==> src/rtl/fsi_pkg.sv <==
package fsi_pkg;
  localparam int REG_W     = 16;
  localparam int CTRL_USED = 6;
  localparam int STAT_USED = 5;

  localparam logic ADDR_CTRL = 1'b0;
  localparam logic ADDR_STAT = 1'b1;

  // Control fields, most significant first (bit5 .. bit0)
  typedef struct packed {
    logic bp_irq_en;
    logic link_en;
    logic udf_irq_en;
    logic ovf_irq_en;
    logic bp_en;
    logic rd_en;
  } ctrl_t;

  // Status fields, most significant first (bit4 .. bit0)
  typedef struct packed {
    logic bp_hit;
    logic cmd_idle;
    logic rd_idle;
    logic udf;
    logic ovf;
  } stat_t;

  function automatic logic [REG_W-1:0] pack_ctrl(input ctrl_t c);
    return {{(REG_W-CTRL_USED){1'b0}}, c};
  endfunction

  function automatic logic [REG_W-1:0] pack_stat(input stat_t s);
    return {{(REG_W-STAT_USED){1'b0}}, s};
  endfunction
endpackage

==> src/rtl/fsi_ctrl_reg.sv <==
module fsi_ctrl_reg
  import fsi_pkg::*;
(
  input  logic                 clk,
  input  logic                 rst_n,
  input  logic                 wr_en,
  input  logic                 wr_addr,
  input  logic [CTRL_USED-1:0] wr_bits,
  output ctrl_t                ctrl,
  output logic                 flush
);
  logic  ctrl_wr;
  logic  stat_wr;
  ctrl_t ctrl_nxt;
  logic  rden_fall;

  assign ctrl_wr   = wr_en && (wr_addr == ADDR_CTRL);
  assign stat_wr   = wr_en && (wr_addr == ADDR_STAT);
  assign ctrl_nxt  = ctrl_t'(wr_bits);
  assign rden_fall = ctrl_wr && ctrl.rd_en && !ctrl_nxt.rd_en;

  always_ff @(posedge clk or negedge rst_n) begin
    if (!rst_n) begin
      ctrl  <= '0;
      flush <= 1'b0;
    end else begin
      if (ctrl_wr) ctrl <= ctrl_nxt;
      flush <= rden_fall;
    end
  end

  // a write aimed at the status address leaves control untouched
  a_r8_stat_write_ignored: assert property (@(posedge clk) disable iff (!rst_n)
    stat_wr |=> $stable(ctrl));
  // the flush pulse lasts one cycle
  a_r9_flush_single: assert property (@(posedge clk) disable iff (!rst_n)
    flush |=> !flush);
  // a pulse only follows a set-to-clear change of reader enable
  a_r9_flush_on_fall: assert property (@(posedge clk) disable iff (!rst_n)
    flush |-> (!ctrl.rd_en && $past(ctrl.rd_en)));
endmodule

==> src/rtl/fsi_flag_eval.sv <==
module fsi_flag_eval
  import fsi_pkg::*;
#(
  parameter int AW = 16
) (
  input  logic          clk,
  input  logic          rst_n,
  input  logic [AW-1:0] rd_ptr,
  input  logic [AW-1:0] wr_ptr,
  input  logic [AW-1:0] fill_dist,
  input  logic [AW-1:0] hi_mark,
  input  logic [AW-1:0] lo_mark,
  input  logic [AW-1:0] bp_addr,
  input  ctrl_t         ctrl,
  output stat_t         stat
);
  function automatic logic exceeds(input logic [AW-1:0] v, input logic [AW-1:0] lim);
    return v > lim;
  endfunction

  function automatic logic short_of(input logic [AW-1:0] v, input logic [AW-1:0] lim);
    return v < lim;
  endfunction

  function automatic logic stop_match(input logic en, input logic [AW-1:0] p,
                                      input logic [AW-1:0] a);
    return en && (p == a);
  endfunction

  logic empty;
  logic ptr_eq;
  logic bp_evt;

  assign empty  = (fill_dist == '0);
  assign ptr_eq = (rd_ptr == wr_ptr);
  assign bp_evt = stop_match(ctrl.bp_en, rd_ptr, bp_addr);

  always_comb begin
    stat.ovf      = exceeds(fill_dist, hi_mark);
    stat.udf      = short_of(fill_dist, lo_mark);
    stat.bp_hit   = bp_evt;
    stat.rd_idle  = empty || ptr_eq;
    stat.cmd_idle = empty || bp_evt || !ctrl.rd_en;
  end

  // the stop flag never appears without its enable
  a_r3_bp_needs_enable: assert property (@(posedge clk) disable iff (!rst_n)
    stat.bp_hit |-> ctrl.bp_en);
  // a stop hit always reports the command path idle
  a_r5_bp_forces_idle: assert property (@(posedge clk) disable iff (!rst_n)
    stat.bp_hit |-> stat.cmd_idle);
  // without reader enable the command path is idle
  a_r5_noread_idle: assert property (@(posedge clk) disable iff (!rst_n)
    !ctrl.rd_en |-> stat.cmd_idle);
endmodule

==> src/rtl/fsi_irq_gen.sv <==
module fsi_irq_gen
  import fsi_pkg::*;
(
  input  logic  clk,
  input  logic  rst_n,
  input  stat_t stat,
  input  ctrl_t ctrl,
  output logic  irq
);
  function automatic logic irq_req(input stat_t s, input ctrl_t c);
    logic any_cause;
    any_cause = (s.bp_hit && c.bp_irq_en) ||
                (s.ovf    && c.ovf_irq_en) ||
                (s.udf    && c.udf_irq_en);
    return any_cause && c.rd_en;
  endfunction

  logic req_now;
  assign req_now = irq_req(stat, ctrl);

  always_ff @(posedge clk or negedge rst_n) begin
    if (!rst_n) irq <= 1'b0;
    else        irq <= req_now;
  end

  // a raised request always had reader enable in the cycle before
  a_r6_irq_needs_rden: assert property (@(posedge clk) disable iff (!rst_n)
    irq |-> $past(ctrl.rd_en));
  // a raised request always had at least one flag in the cycle before
  a_r6_irq_has_cause: assert property (@(posedge clk) disable iff (!rst_n)
    irq |-> $past(stat.bp_hit || stat.ovf || stat.udf));
endmodule

==> src/rtl/fifo_status_irq.sv <==
module fifo_status_irq
  import fsi_pkg::*;
#(
  parameter int AW = 16
) (
  input  logic             clk,
  input  logic             rst_n,
  input  logic [AW-1:0]    rd_ptr,
  input  logic [AW-1:0]    wr_ptr,
  input  logic [AW-1:0]    fill_dist,
  input  logic [AW-1:0]    hi_mark,
  input  logic [AW-1:0]    lo_mark,
  input  logic [AW-1:0]    bp_addr,
  input  logic             wr_en,
  input  logic             wr_addr,
  input  logic [REG_W-1:0] wr_data,
  input  logic             rd_addr,
  output logic [REG_W-1:0] rd_data,
  output logic             irq,
  output logic             flush,
  output logic             link_en
);
  ctrl_t ctrl;
  stat_t stat;
  logic  unused_hi_bits;

  assign unused_hi_bits = ^wr_data[REG_W-1:CTRL_USED];

  fsi_ctrl_reg u_ctrl (
    .clk     (clk),
    .rst_n   (rst_n),
    .wr_en   (wr_en),
    .wr_addr (wr_addr),
    .wr_bits (wr_data[CTRL_USED-1:0]),
    .ctrl    (ctrl),
    .flush   (flush)
  );

  fsi_flag_eval #(.AW(AW)) u_flags (
    .clk       (clk),
    .rst_n     (rst_n),
    .rd_ptr    (rd_ptr),
    .wr_ptr    (wr_ptr),
    .fill_dist (fill_dist),
    .hi_mark   (hi_mark),
    .lo_mark   (lo_mark),
    .bp_addr   (bp_addr),
    .ctrl      (ctrl),
    .stat      (stat)
  );

  fsi_irq_gen u_irq (
    .clk   (clk),
    .rst_n (rst_n),
    .stat  (stat),
    .ctrl  (ctrl),
    .irq   (irq)
  );

  assign rd_data = (rd_addr == ADDR_STAT) ? pack_stat(stat) : pack_ctrl(ctrl);
  assign link_en = ctrl.link_en;

  // reserved control bits never read back set
  a_r7_ctrl_upper_zero: assert property (@(posedge clk) disable iff (!rst_n)
    (rd_addr == ADDR_CTRL) |-> (rd_data[REG_W-1:CTRL_USED] == '0));
  // reserved status bits never read back set
  a_r8_stat_upper_zero: assert property (@(posedge clk) disable iff (!rst_n)
    (rd_addr == ADDR_STAT) |-> (rd_data[REG_W-1:STAT_USED] == '0));
endmodule

==> config.mk <==
export PLATFORM = sky130hd
export DESIGN_NAME = fifo_status_irq
export DESIGN_NICKNAME = d
export VERILOG_FILES = /design/src/rtl/fsi_pkg.sv /design/src/rtl/fsi_ctrl_reg.sv /design/src/rtl/fsi_flag_eval.sv /design/src/rtl/fsi_irq_gen.sv /design/src/rtl/fifo_status_irq.sv
export SDC_FILE = /design/constraint.sdc
export NUM_CORES = 1
export LEC_CHECK = 0
export ABC_AREA = 1
export CORE_ASPECT_RATIO = 0.8
export CORE_UTILIZATION = 60
export CTS_BUF_LIST = sky130_fd_sc_hd__clkbuf_2 sky130_fd_sc_hd__clkbuf_4 sky130_fd_sc_hd__clkbuf_8
export DETAILED_ROUTE_END_ITERATION = 10
export DONT_BUFFER_PORTS = 1
export MAX_ROUTING_LAYER = met4
export PLACE_DENSITY = 0.87
export SLEW_MARGIN = 20
export SYNTH_ARGS = -nofsm -noshare
export SYNTH_HDL_FRONTEND = slang
export SYNTH_SLANG_ARGS = --single-unit
==> constraint.sdc <==
create_clock -name clk -period 0.93 [get_ports clk]
set_clock_uncertainty 0.1 [all_clocks]
set_input_delay 0 -clock clk [delete_from_list [all_inputs] [get_ports clk]]
set_output_delay 0 -clock clk [all_outputs]
set_load 0.01 [all_outputs]
==> flow_summary.toml <==
[setup_path]
critPathLaunchType = "register"
required_ns = 0.83
timing.setup.critical_path_class = "register to primary output"
worstReg2RegEnd = "u_irq.irq"
timing.critical_path.from = "u_ctrl.ctrl[1]"
regToRegSetupSlack_ns = -0.16
crit_arrival_ns = 1.23
capturing_element_type_of_the_critical_path = "primary output"
worst_r2r_start = "u_ctrl.ctrl[1]"
worstRegToRegCells = 5
worstPathMaxFanout = 2
worst_setup_path_endpoint = "rd_data[3]"

[grt]
remaining_global_route_overflow = 0
grt.busiest_layer = "met2"
met3_usage_grt = 0.0587
met2_usage = 0.646
global_route.usage.met1 = 0.391
gr-usage-all-layers = 0.361
grt_pass1_vias = 2085
antenna_violations_before_repair = 0
grt_start_max_net_pins = 11
wire_length_of_the_first_global_routing_pass_mm = 8.79

[job]
drv.max_cap_violation_count = 0

[synth]
yosysWarningCount = 0
ys_types = 24
postSynthAreaPerCell_sq_um = 6.03
async_set_reset_flop_share_out_of_synthesis = 1.00
synth-main-ff-cell = "sky130_fd_sc_hd__dfrtp_1"
postSynthCellCount = 314
seq_area_frac_synth = 0.106
synth_edf_count = 0
yosys_register_bits = 8
syn-cell-area_sq_um = 1890

[timing]
setup_ws_ns = -0.404
final_min_period_over_clock_period = 1.43
timing.fmax_mhz = 749
finalWorstPathRequiredPeriod_ns = 1.33
finalSetupViolations = 10
report.final.slew_viol_count = 0
setup_total_negative_slack_ns = -1.67
timing.final.hold_violations = 0
rsz0062_at_grt = "true"

[floorplanning]
initial_core_util = 0.659
floorplan.core_area_sq_um = 2870
num_io_pins = 136
die-area_sq_um = 3390
die_width_um = 64.8
die-height_um = 52.2
row_count = 17

[clock_network]
tritoncts.num_buffers = 3
ctsRootBufferMaster = "sky130_fd_sc_hd__clkbuf_8"
worst_setup_hold_path_clk_slew_ns = 0.04
cts.htree.levels = 1
numClockSinks = 8
cts_tree = "done"
clkLatencyLatePin_ns = 0.23
cts.path.max_buffers = 2

[cells_and_area]
leading_cell_type_in_the_layout_fill_and_taps_excluded = "sky130_fd_sc_hd__nand2_1"
finalNetCount = 482
layout.cells.most_common_list = "70 x sky130_fd_sc_hd__nand2_1, 48 x sky130_fd_sc_hd__inv_1, 26 x sky130_fd_sc_hd__nor2_1"
area_of_all_sequential_standard_cells_sq_um = 200
diodes = 0
syn_to_final_growth_pct = 36.2
post_route_cells_drive_above_1_share = 0.304
share_of_the_core_filled_with_cells_in_the_final_layout = 0.898
final_cell_area_excluding_filler_cells_sq_um = 2580
layout_filler_cell_count = 134
multi_input_comb_area_sq_um = 1820

[hold_path]
hold_path.class = "input port to asynchronous set/reset pin"

[route]
drt_first_iter_violations = 181
detail_route.wl_per_cell_um = 19.3
detail_route.vias_per_cell = 6.24
wirelength_mm = 7.13
routed-via-count = 2309
drc = 0
drt.antenna.violating_nets = 0
dr.pass1.iters = 5

[placed_design]
detailed_place.area_sq_um = 2220
globalplace.congestion = 0.889
input_output_buffers = 0
hpwl_mm = 4.15

[outcome]
failed_checks = "setup timing"
status = "complete, but fails checks"

[power]
static-leakage-power_nw = 1.30
powerDensity_nw_per_um2 = 786
vdd_ir_drop_max_v = 0.00108
[registers in the layout, summed over array words and instances, names as in the netlist]
register and cells:
u_ctrl.flush 1, u_irq.irq 1, u_ctrl.ctrl 6
[synth_stat cells, drive strengths merged (6+ instances only)]
| cell | number | area share |
|---|---|---|
| nand2 | 80 | 0.16 |
| inv | 71 | 0.14 |
| ha | 31 | 0.20 |
| nor2 | 30 | 0.059 |
| a21oi | 20 | 0.053 |
| buf | 11 | 0.046 |
| nand3 | 9 | 0.024 |
| nand4 | 9 | 0.030 |
| dfrtp | 8 | 0.11 |
| xnor2 | 8 | 0.037 |
| xor2 | 8 | 0.037 |
| nor4 | 7 | 0.026 |
| o21ai | 7 | 0.019 |
| nor3 | 6 | 0.019 |
[metrics by stage]
stage	setup WS [ns]	std cells	total power (W)	hold WS [ns]
CTS	-0.304	368	0.00177	-0.0434
global route	-0.423	370	0.00213	0.0367
detailed placement	-0.297	358	0.00128	-0.395
finish	-0.404	370	0.00203	0.0279
floorplan	-0.149	323	0.00112	-0.396
global placement	-0.253	358	0.00124	-0.395
[per-layer routing]
layer / up-vias / part of all wire / wire length (um)
met5: - / 0 / 0
met4: 0 / 0.072 / 513
met3: 64 / 0.13 / 933
met2: 240 / 0.46 / 3270
met1: 1003 / 0.34 / 2420
li1: 1002 / - / -
[worst max-delay path: stages (launching register included)]
cell                      delay [ns]
sky130_fd_sc_hd__dfrtp_1        0.35
sky130_fd_sc_hd__nand2_1        0.07
sky130_fd_sc_hd__nor3_2         0.13
sky130_fd_sc_hd__nand4_1        0.19
sky130_fd_sc_hd__a21oi_2        0.26
[cell families (layout without fill, tap and decap cells)]
kind of cell	Yosys count	count (layout)	share of synthesized area
other	1	10	0.00198
muxes	4	4	0.0238
xor gates and xnor gates	16	16	0.0740
DFF	8	8	0.106
adders and majority gates	31	31	0.205
and+or+nand+nor	143	143	0.325
AOI/OAI and AO/OA	29	29	0.0787
buffers and inverters	82	91	0.186
[what timing repair did]
| item | 4_1_cts | 5_1_grt |
|---|---|---|
| hold endpoints to repair | 19 | 4 |
| pin swaps | 13 | 29 |
| buffers inserted | 1 | 1 |
| setup endpoints to repair | 8 | 8 |
| gates resized for setup | 12 | 43 |
| hold buffers | 7 | 1 |
[how the worst min path moves through the flow]
stage | startpoint | end | slack [ns]
finish | rst_n | u_ctrl.ctrl[0] | 0.03
global placement | rst_n | u_ctrl.flush | -0.40
detailed placement | rst_n | u_ctrl.flush | -0.40
floorplan | rst_n | u_ctrl.ctrl[0] | -0.40
global route | rd_addr | rd_data[0] | 0.04
CTS | rd_addr | rd_data[5] | -0.04
[report_power, final]
part	switching, W	leakage [nW]	internal [W]
Sequential	0.0000513	0.0951	0.000396
Combinational	0.000617	1.18	0.000521
Clock	0.000157	0.0216	0.000282
Total	0.000826	1.30	0.00120
[final cells by class]
type	instances	area share
multi-input cells	233	0.706
inverters	71	0.123
flip-flops and latches	8	0.0777
repair buffers	17	0.0587
well taps	38	0.0184
clock buffers	3	0.0160
Power figures use the tool's default switching activity.
